`src/rtl/uart_regs_pkg.sv`:
```
package uart_regs_pkg;
  localparam int REG_ADDR_W = 12;
  localparam int WORD_W     = REG_ADDR_W - 2;
  localparam int CTRL_W     = 7;

  // word addresses (byte address >> 2)
  localparam logic [WORD_W-1:0] WA_DATA  = 10'h000;
  localparam logic [WORD_W-1:0] WA_STAT  = 10'h001;
  localparam logic [WORD_W-1:0] WA_CTRL  = 10'h002;
  localparam logic [WORD_W-1:0] WA_INTS  = 10'h003;
  localparam logic [WORD_W-1:0] WA_BAUD  = 10'h004;
  localparam logic [WORD_W-1:0] WA_ID_LO = 10'h3F4;
  localparam logic [WORD_W-1:0] WA_ID_HI = 10'h3FF;

  // control bit positions
  localparam int C_TX_EN  = 0;
  localparam int C_RX_EN  = 1;
  localparam int C_TX_IE  = 2;
  localparam int C_RX_IE  = 3;
  localparam int C_TXO_IE = 4;
  localparam int C_RXO_IE = 5;
endpackage

```
`src/rtl/uart_id_rom.sv`:
```
module uart_id_rom (
  input  logic [3:0] idx,
  output logic [7:0] id_val
);
  always_comb begin
    case (idx)
      4'd0:    id_val = 8'h04;
      4'd4:    id_val = 8'h21;
      4'd5:    id_val = 8'hB8;
      4'd6:    id_val = 8'h1B;
      4'd8:    id_val = 8'h0D;
      4'd9:    id_val = 8'hF0;
      4'd10:   id_val = 8'h05;
      4'd11:   id_val = 8'hB1;
      default: id_val = 8'h00;
    endcase
  end
endmodule

```
`src/rtl/uart_baud_gen.sv`:
```
module uart_baud_gen #(
  parameter int DIV_W   = 20,
  parameter int MIN_DIV = 16
) (
  input  logic             clk,
  input  logic             rst,
  input  logic [DIV_W-1:0] div,
  output logic             tick
);
  localparam logic [DIV_W-1:0] MIN_V = DIV_W'(MIN_DIV);
  localparam logic [DIV_W-1:0] ONE_V = DIV_W'(1);

  logic [DIV_W-1:0] cnt_q;
  logic             div_ok;

  assign div_ok = (div >= MIN_V);

  always_ff @(posedge clk) begin
    if (rst) begin
      cnt_q <= '0;
      tick  <= 1'b0;
    end else if (!div_ok) begin
      cnt_q <= '0;
      tick  <= 1'b0;
    end else if (cnt_q >= div - ONE_V) begin
      cnt_q <= '0;
      tick  <= 1'b1;
    end else begin
      cnt_q <= cnt_q + ONE_V;
      tick  <= 1'b0;
    end
  end
endmodule

```
`src/rtl/uart_apb_regs.sv`:
```
module uart_apb_regs
  import uart_regs_pkg::*;
#(
  parameter int DIV_W   = 20,
  parameter int MIN_DIV = 16
) (
  input  logic                  clk,
  input  logic                  rst,
  input  logic                  psel,
  input  logic                  penable,
  input  logic                  pwrite,
  input  logic [REG_ADDR_W-1:0] paddr,
  input  logic [31:0]           pwdata,
  output logic [31:0]           prdata,
  output logic                  pready,
  output logic                  pslverr,
  output logic [7:0]            tx_byte,
  output logic                  tx_valid,
  input  logic                  tx_ready,
  input  logic [7:0]            rx_byte,
  input  logic                  rx_strobe,
  output logic                  irq_tx,
  output logic                  irq_rx,
  output logic                  irq_txovr,
  output logic                  irq_rxovr,
  output logic                  irq_any,
  output logic                  baud_tick
);
  logic [WORD_W-1:0] word;
  logic              wr_en, rd_en, id_hit;
  logic [CTRL_W-1:0] ctrl_q;
  logic [DIV_W-1:0]  bauddiv_q;
  logic [7:0]        txbuf_q, rxbuf_q, id_val;
  logic              txfull_q, rxfull_q, txovr_q, rxovr_q;
  logic              int_tx_q, int_rx_q;
  logic              tx_accept, rx_take;
  logic [3:0]        ints;
  logic              unused_bits;

  assign word      = paddr[REG_ADDR_W-1:2];
  assign wr_en     = psel & penable & pwrite;
  assign rd_en     = psel & penable & ~pwrite;
  assign id_hit    = (word >= WA_ID_LO) && (word <= WA_ID_HI);
  assign tx_valid  = txfull_q & ctrl_q[C_TX_EN];
  assign tx_accept = tx_valid & tx_ready;
  assign rx_take   = rx_strobe & ctrl_q[C_RX_EN];
  assign tx_byte   = txbuf_q;
  assign pready    = 1'b1;
  assign pslverr   = 1'b0;
  assign unused_bits = ^{paddr[1:0], pwdata[31:DIV_W]};

  // overrun interrupt bits are live products, not stored
  assign ints = {rxovr_q & ctrl_q[C_RXO_IE], txovr_q & ctrl_q[C_TXO_IE], int_rx_q, int_tx_q};

  assign irq_tx    = ints[0];
  assign irq_rx    = ints[1];
  assign irq_txovr = ints[2];
  assign irq_rxovr = ints[3];
  assign irq_any   = |ints;

  uart_id_rom u_id (
    .idx    (word[3:0] - 4'h4),
    .id_val (id_val)
  );

  uart_baud_gen #(.DIV_W(DIV_W), .MIN_DIV(MIN_DIV)) u_baud (
    .clk  (clk),
    .rst  (rst),
    .div  (bauddiv_q),
    .tick (baud_tick)
  );

  always_ff @(posedge clk) begin
    if (rst) begin
      ctrl_q    <= '0;
      bauddiv_q <= '0;
      txbuf_q   <= '0;
      rxbuf_q   <= '0;
      txfull_q  <= 1'b0;
      rxfull_q  <= 1'b0;
      txovr_q   <= 1'b0;
      rxovr_q   <= 1'b0;
      int_tx_q  <= 1'b0;
      int_rx_q  <= 1'b0;
    end else begin
      // software clears first, hardware sets below take priority
      if (wr_en && (word == WA_STAT || word == WA_INTS)) begin
        if (pwdata[2]) txovr_q <= 1'b0;
        if (pwdata[3]) rxovr_q <= 1'b0;
      end
      if (wr_en && word == WA_INTS) begin
        if (pwdata[0]) int_tx_q <= 1'b0;
        if (pwdata[1]) int_rx_q <= 1'b0;
      end
      if (wr_en && word == WA_CTRL) ctrl_q    <= pwdata[CTRL_W-1:0];
      if (wr_en && word == WA_BAUD) bauddiv_q <= pwdata[DIV_W-1:0];

      // transmit side
      if (wr_en && word == WA_DATA) begin
        txbuf_q  <= pwdata[7:0];
        txfull_q <= 1'b1;
        if (txfull_q && !tx_accept) txovr_q <= 1'b1;
      end else if (tx_accept) begin
        txfull_q <= 1'b0;
      end
      if (tx_accept && ctrl_q[C_TX_IE]) int_tx_q <= 1'b1;

      // receive side
      if (rd_en && word == WA_DATA) rxfull_q <= 1'b0;
      if (rx_take) begin
        rxbuf_q  <= rx_byte;
        rxfull_q <= 1'b1;
        if (rxfull_q) rxovr_q <= 1'b1;
        if (ctrl_q[C_RX_IE]) int_rx_q <= 1'b1;
      end
    end
  end

  always_comb begin
    prdata = '0;
    if (psel) begin
      if (id_hit) begin
        prdata = {24'b0, id_val};
      end else begin
        case (word)
          WA_DATA: prdata = {24'b0, rxbuf_q};
          WA_STAT: prdata = {28'b0, rxovr_q, txovr_q, rxfull_q, txfull_q};
          WA_CTRL: prdata = {{(32-CTRL_W){1'b0}}, ctrl_q};
          WA_INTS: prdata = {28'b0, ints};
          WA_BAUD: prdata = {{(32-DIV_W){1'b0}}, bauddiv_q};
          default: prdata = '0;
        endcase
      end
    end
  end
endmodule

```
`config.mk`:
```
export PLATFORM = sky130hd
export DESIGN_NAME = uart_apb_regs
export DESIGN_NICKNAME = d
export VERILOG_FILES = /design/src/rtl/uart_regs_pkg.sv /design/src/rtl/uart_id_rom.sv /design/src/rtl/uart_baud_gen.sv /design/src/rtl/uart_apb_regs.sv
export SDC_FILE = /design/constraint.sdc
export NUM_CORES = 1
export LEC_CHECK = 0
export BUFFER_PORTS_ARGS = -buffer_cell sky130_fd_sc_hd__buf_2
export CORE_UTILIZATION = 59
export CTS_BUF_LIST = sky130_fd_sc_hd__clkbuf_4
export DETAILED_ROUTE_END_ITERATION = 12
export PLACE_DENSITY_LB_ADDON = 0.1
export SLEW_MARGIN = 15
export SYNTH_ARGS = -nofsm -noshare
export SYNTH_HDL_FRONTEND = slang
export SYNTH_SLANG_ARGS = --single-unit
```
`constraint.sdc`:
```
create_clock -name clk -period 7.3 [get_ports clk]
set_input_delay 0.365 -clock clk [delete_from_list [all_inputs] [get_ports clk]]
set_output_delay 0.365 -clock clk [all_outputs]
set_load 0.05 [all_outputs]
```
Word level (Yosys, flattened, before mapping)
Memory sizes are Yosys's and may differ from the RTL's.
Cells that the tools add are included.
{"block": "totals", "register_bits": 70, "mem_bits_ro": 128, "inputBits": 59, "word_cells": 77, "mem_count": 1}
{"block": "classes", "n_addsub": 3, "magnitude_cmp": 4, "eq_ne": 4, "mux": 23, "n_bitwise": 10, "reduce_logical": 20}
{"memory": "(name not given)", "depth": 16, "width": 8, "rd": 1, "rd_clocked_by_memory_dff": 0, "wr": 0, "line": "uart_id_rom.sv:6", "text": "case (idx)"}
{"operator": "case mux 20 bit (5 select lines)", "n": 1}
{"operator": "two-way mux 20 bit", "n": 2}
{"operator": "adder 20 x 1 -> 20 bit, second input constant", "n": 1}
{"operator": "equality test 10 x 2 -> 1 bit, second input constant", "n": 2}
{"operator": ">= comparator 20 bit", "n": 1}
{"operator": ">= comparator 20 x 5 -> 1 bit, second input constant", "n": 1}
{"operator": "two-way mux 1 bit", "n": 20}
{"operator": "subtractor 20 x 1 -> 20 bit, second input constant", "n": 1}
{"operator": "equality test 10 x 1 -> 1 bit, second input constant", "n": 1}
{"operator": "equality test 10 x 3 -> 1 bit, second input constant", "n": 1}
{"operator": ">= comparator 10 bit, second input constant", "n": 1}
{"operator": "<= comparator 10 bit, second input constant", "n": 1}
{"operator": "logical NOT 10 bit", "n": 1}
{"operator": "logical AND 1 bit", "n": 9}
{"operator": "bitwise AND 1 bit", "n": 8}
{"operator": "nonzero test 2 bit", "n": 4}
{"operator": "OR reduction 4 bit", "n": 1}
{"operator": "subtractor 4 x 3 -> 4 bit, second input constant", "n": 1}
{"operator": "OR reduction 3 bit", "n": 1}
{"operator": "NOT 1 bit", "n": 2}
{"operator": "AND reduction 2 bit", "n": 1}
{"operator": "OR reduction 2 bit", "n": 1}
{"operator": "logical NOT 1 bit", "n": 1}
{"operator": "logical OR 1 bit", "n": 1}

Depth between registers and ports, before layout
{"block": "depth", "word_depth": 6, "ltp_mapped": 13}

Modules after synthesis
A second synthesis with hierarchy kept.
{"block": "hier_totals", "cells_unflattened": 492, "area_unflattened_um2": 4316.6}
{"module": "uart_apb_regs", "instances": 1, "cells_per_inst": 271, "area_per_inst_um2": 2468.6, "seq_area_each_um2": 980.9}
{"module": "uart_baud_gen", "instances": 1, "cells_per_inst": 202, "area_per_inst_um2": 1695.4, "seq_area_each_um2": 420.4}
{"module": "uart_id_rom", "instances": 1, "cells_per_inst": 19, "area_per_inst_um2": 152.6, "seq_area_each_um2": 0.0}

Least setup slack after synthesis
OpenSTA, ideal clock, no wires.
{"block": "synth_path", "path_kind": "flip-flop to flip-flop", "from": "register bauddiv_q[0]", "to": "register u_baud.cnt_q[10]", "arrival_time_ps": 3063, "required_ps": 7222, "setup_slack_ps": 4159, "stages_incl_launch_ff": 13, "synth_period_minus_slack_ps": 3141, "cell_sequence": "dfxtp_1 or4_1 nand2b_1 nor2_1 nand3_1 xor2_1 ha_1 a21o_1 a21o_1 a2111oi_0 o211ai_1 buf_2 nor3_1"}
{"block": "synth_via", "elab_chain_len": 3}
{"item": "start, declared", "line": "uart_apb_regs.sv:32", "text": "logic [DIV_W-1:0] bauddiv_q;"}
{"item": "start signal, assigned", "line": "uart_apb_regs.sv:96", "text": "if (wr_en && word == WA_BAUD) bauddiv_q <= pwdata[DIV_W-1:0];"}
{"item": "subtractor 20 x 1 -> 20 bit / >= comparator 20 x 5 -> 1 bit (equally long branches)", "line": "uart_baud_gen.sv:25, uart_baud_gen.sv:16"}
{"item": ">= comparator 20 bit / NOT 1 bit (equally long branches)"}
{"item": "OR reduction 3 bit (no line) *"}
{"item": "end signal, assigned", "line": "uart_baud_gen.sv:29", "text": "cnt_q <= cnt_q + ONE_V;"}
{"item": "end, declared", "line": "uart_baud_gen.sv:13", "text": "logic [DIV_W-1:0] cnt_q;"}
Every way passes the cells marked *; elsewhere a longest branch is shown, timed or not.
A chain may end at the register's enable or synchronous reset.

Final worst setup path
{"block": "layout_path", "from": "register bauddiv_q[0]", "to": "register u_baud.cnt_q[17]"}
Same word-level chain as after synthesis.

==> flow_metrics.py <==
metrics = {
    "run_status": {
        "run_status": "finished clean",
    },
    "global_route": {
        "grt_max_degree": 52,
        "antenna_found_initial": 0,
        "grt_overflow_total": 0,
        "track_usage_pct": 27.6,
        "first_pass_grt_wire_length_um": 16200,
        "first_global_vias": 3521,
    },
    "synth": {
        "dominantRegCellSynth": "sky130_fd_sc_hd__dfxtp_1",
        "synth_largest_area_cell": "sky130_fd_sc_hd__dfxtp_1",
        "synth-seq-cells": 70,
        "synth_cell_types": 48,
        "syn_avg_cell_area_um2": 8.07,
        "synth.cells.most_frequent": "sky130_fd_sc_hd__dfxtp_1 (70), sky130_fd_sc_hd__nand2_1 (60), sky130_fd_sc_hd__a21oi_1 (47)",
        "synth_seq_area_share_pct": 33.5,
        "synth-edff-count": 0,
        "syn-instance-count": 518,
        "yosys.area.top_type_share_pct": 33.5,
        "yosysMostFrequentCell": "sky130_fd_sc_hd__dfxtp_1",
        "syn-cell-area_um2": 4180,
        "async_reset_ff_share_pct": 0,
        "yosys-top-cells-area": "sky130_fd_sc_hd__dfxtp_1 (34%), sky130_fd_sc_hd__ha_1 (9.0%), sky130_fd_sc_hd__a21oi_1 (5.6%)",
        "synth_warnings": 0,
    },
    "timing": {
        "highest_clock_rate_mhz": 266,
        "timing.hold.ws_ns": 0.116,
        "tightestPinTransition_ns": 1.13,
        "hold_violations": 0,
        "max_slew_margin_pct": 24.7,
        "fin_crit_ns": 3.76,
        "slew_violations": 0,
        "setup_viol_count_final": 0,
        "period_share_pct": 51.5,
        "timing.clock.skew_ns": 0.0271,
        "rsz0062_at_grt": "no",
        "timing.setup.tns_ns": 0,
    },
    "cts": {
        "worst_setup_hold_path_clk_slew_ns": 0.15,
        "clock_tree.htree_level_count": 3,
        "cts-buffers-inserted": 9,
        "cts_tree": "built",
        "clk-insertion-delay-late_ns": 0.46,
        "cts.sink_count": 70,
        "cts_post_setup_buffers_inserted": 0,
        "cts_resized": 0,
        "cts_hold_repair.buffers": 0,
        "ctsLongestPathBuffers": 2,
        "root_buffer": "sky130_fd_sc_hd__clkbuf_4",
    },
    "routing": {
        "num_vias": 3865,
        "post-route-drc-count": 0,
        "via_to_cell_ratio": 5.64,
        "ant_nets": 0,
        "detail_route.wirelength_um": 9770,
        "drt_first_pass_iters": 5,
        "initialDrtViolationCount": 243,
        "route.detailed.wl_per_inst_um": 14.3,
    },
    "power_and_ir_drop": {
        "cellPowerDensity_nw_per_um2": 146,
        "internal_power_mw": 0.475,
        "sequentialPowerShare_pct": 55.9,
        "switching_share_pct": 30.4,
        "max-vdd-ir-drop_v": 0.0000934,
        "p_clk_share_pct": 35.9,
        "combPwrFrac_pct": 8.1,
        "power.net_switching_mw": 0.208,
        "total_leakage_power_nw": 2.23,
    },
    "final_layout": {
        "utilization_pct": 68.5,
        "num_antenna_cells": 0,
        "post_synthesis_to_final_layout_area_growth_pct": 12.0,
        "final_layout_size_suffix_gt1_share_pct": 17.5,
        "final_net_count": 673,
        "fin_cells": 685,
    },
    "worst_hold_path": {
        "worstHoldPathType": "in -> reg",
    },
    "die": {
        "die_area_um2": 7430,
        "ios": 108,
        "core_region_area_um2": 6830,
        "row_count": 30,
        "effective_utilization_at_floorplan_pct": 61.2,
        "chipWidth_um": 86.2,
        "die-height_um": 86.2,
    },
    "setup_path": {
        "cp_data_arrival_time_ns": 4.13,
        "critPathLaunchType": "flop",
        "required_ns": 7.67,
        "cp_max_fo": 20,
        "worstSetupPathType": "reg -> reg",
        "timing.critical_path.to_type": "flop",
        "setup.reg_to_reg.worst_slack_ns": 3.54,
    },
    "placement": {
        "routabilityCongestion": 0.918,
        "placed_cells": 669,
        "hpwl_um": 7280,
        "place.port_buffers": 79,
    },
    "run": {
        "max_cap_violations": 0,
    },
}
-- stage by stage --
step	area, um^2	power [mW]	setup slack (ns)
global route	4680	0.711	3.12
global placement	4550	0.445	3.80
detailed placement	4550	0.445	3.58
floorplan	4230	0.432	4.16
finish	4680	0.683	3.54
CTS	4680	0.686	3.53
-- path summary, 6_finish.rpt --
check / start / end / cells past startpoint
setup / recovery: bauddiv_q[0] / u_baud.cnt_q[17] / 12
hold / removal: rx_byte[4] / rxbuf_q[4] / 3
setup reg to reg: bauddiv_q[0] / u_baud.cnt_q[17] / 12
hold reg to reg: tx_byte[1] / tx_byte[1] / 2
-- layer usage --
layer | global-route usage (%) | vias up | wire (um)
met5 | 0 | - | 0
met2 | 44.2 | 132 | 4600
met1 | 37.0 | 1787 | 4430
li1 | - | 1927 | -
met3 | 6.10 | 19 | 574
met4 | 8.94 | 0 | 170
-- state kept, by name, summed over array words and instances (netlist names), 7 cells and up --
name          count
bauddiv_q        20
u_baud.cnt_q     20
rxbuf_q           8
tx_byte           8
ctrl_q            7
-- critical path, stage by stage (launching register included) --
cell and delay (ns):
sky130_fd_sc_hd__dfxtp_1 0.39, sky130_fd_sc_hd__or4_1 0.53, sky130_fd_sc_hd__nand2b_1 0.20, sky130_fd_sc_hd__nor2_1 0.35
sky130_fd_sc_hd__nand3_1 0.16, sky130_fd_sc_hd__xor2_1 0.17, sky130_fd_sc_hd__ha_1 0.30, sky130_fd_sc_hd__a21o_1 0.16
sky130_fd_sc_hd__a21o_1 0.17, sky130_fd_sc_hd__a2111oi_0 0.61, sky130_fd_sc_hd__o211ai_1 0.17, sky130_fd_sc_hd__buf_4 0.25
sky130_fd_sc_hd__nor3_1 0.20
-- layout make-up --
| type | instances | area, um^2 |
|---|---|---|
| tap | 96 | 120 |
| fill | 621 | 2150 |
| inverter | 14 | 52.6 |
| multi-input combinational | 408 | 2560 |
| clock inverter | 7 | 65.1 |
| timing repair buffer | 81 | 410 |
| sequential | 70 | 1400 |
| clock buffer | 9 | 67.6 |
-- cells by family after synthesis --
kind of cell | synth area share (%)
multiplexers | 4.79
buffers and inverters | 6.38
flip-flops | 33.5
other | 0.180
adder cells (fa/ha/maj) | 8.98
AO/OA/AOI/OAI | 13.3
XOR/XNOR | 7.33
AND/OR/NAND/NOR | 25.6
-- power by group through the flow --
stage / Combinational (mW) / Sequential, mW / Clock (mW)
final: 0.0556 / 0.382 / 0.246
after global routing: 0.0602 / 0.382 / 0.269
after global placement: 0.0542 / 0.390 / 0
after CTS: 0.0549 / 0.382 / 0.249
after detailed placement: 0.0544 / 0.390 / 0
after floorplan: 0.0411 / 0.390 / 0
-- layout by cell type (no fill, tap or decap), drive strengths merged, types with 3 or more instances in the layout --
cell,n
a21o,4
a21oi,47
a22oi,12
and2,21
and3b,4
buf,81
clkbuf,9
conb,14
dfxtp,70
ha,30
inv,19
mux2i,20
nand2,61
nand3,30
nand3b,3
nand4,7
nor2,39
nor3,28
nor4,5
o21ai,7
o22ai,7
or2,3
or3,4
or4,4
xnor2,11
xor2,24
Note: power is estimated with default switching activity, not from simulation.
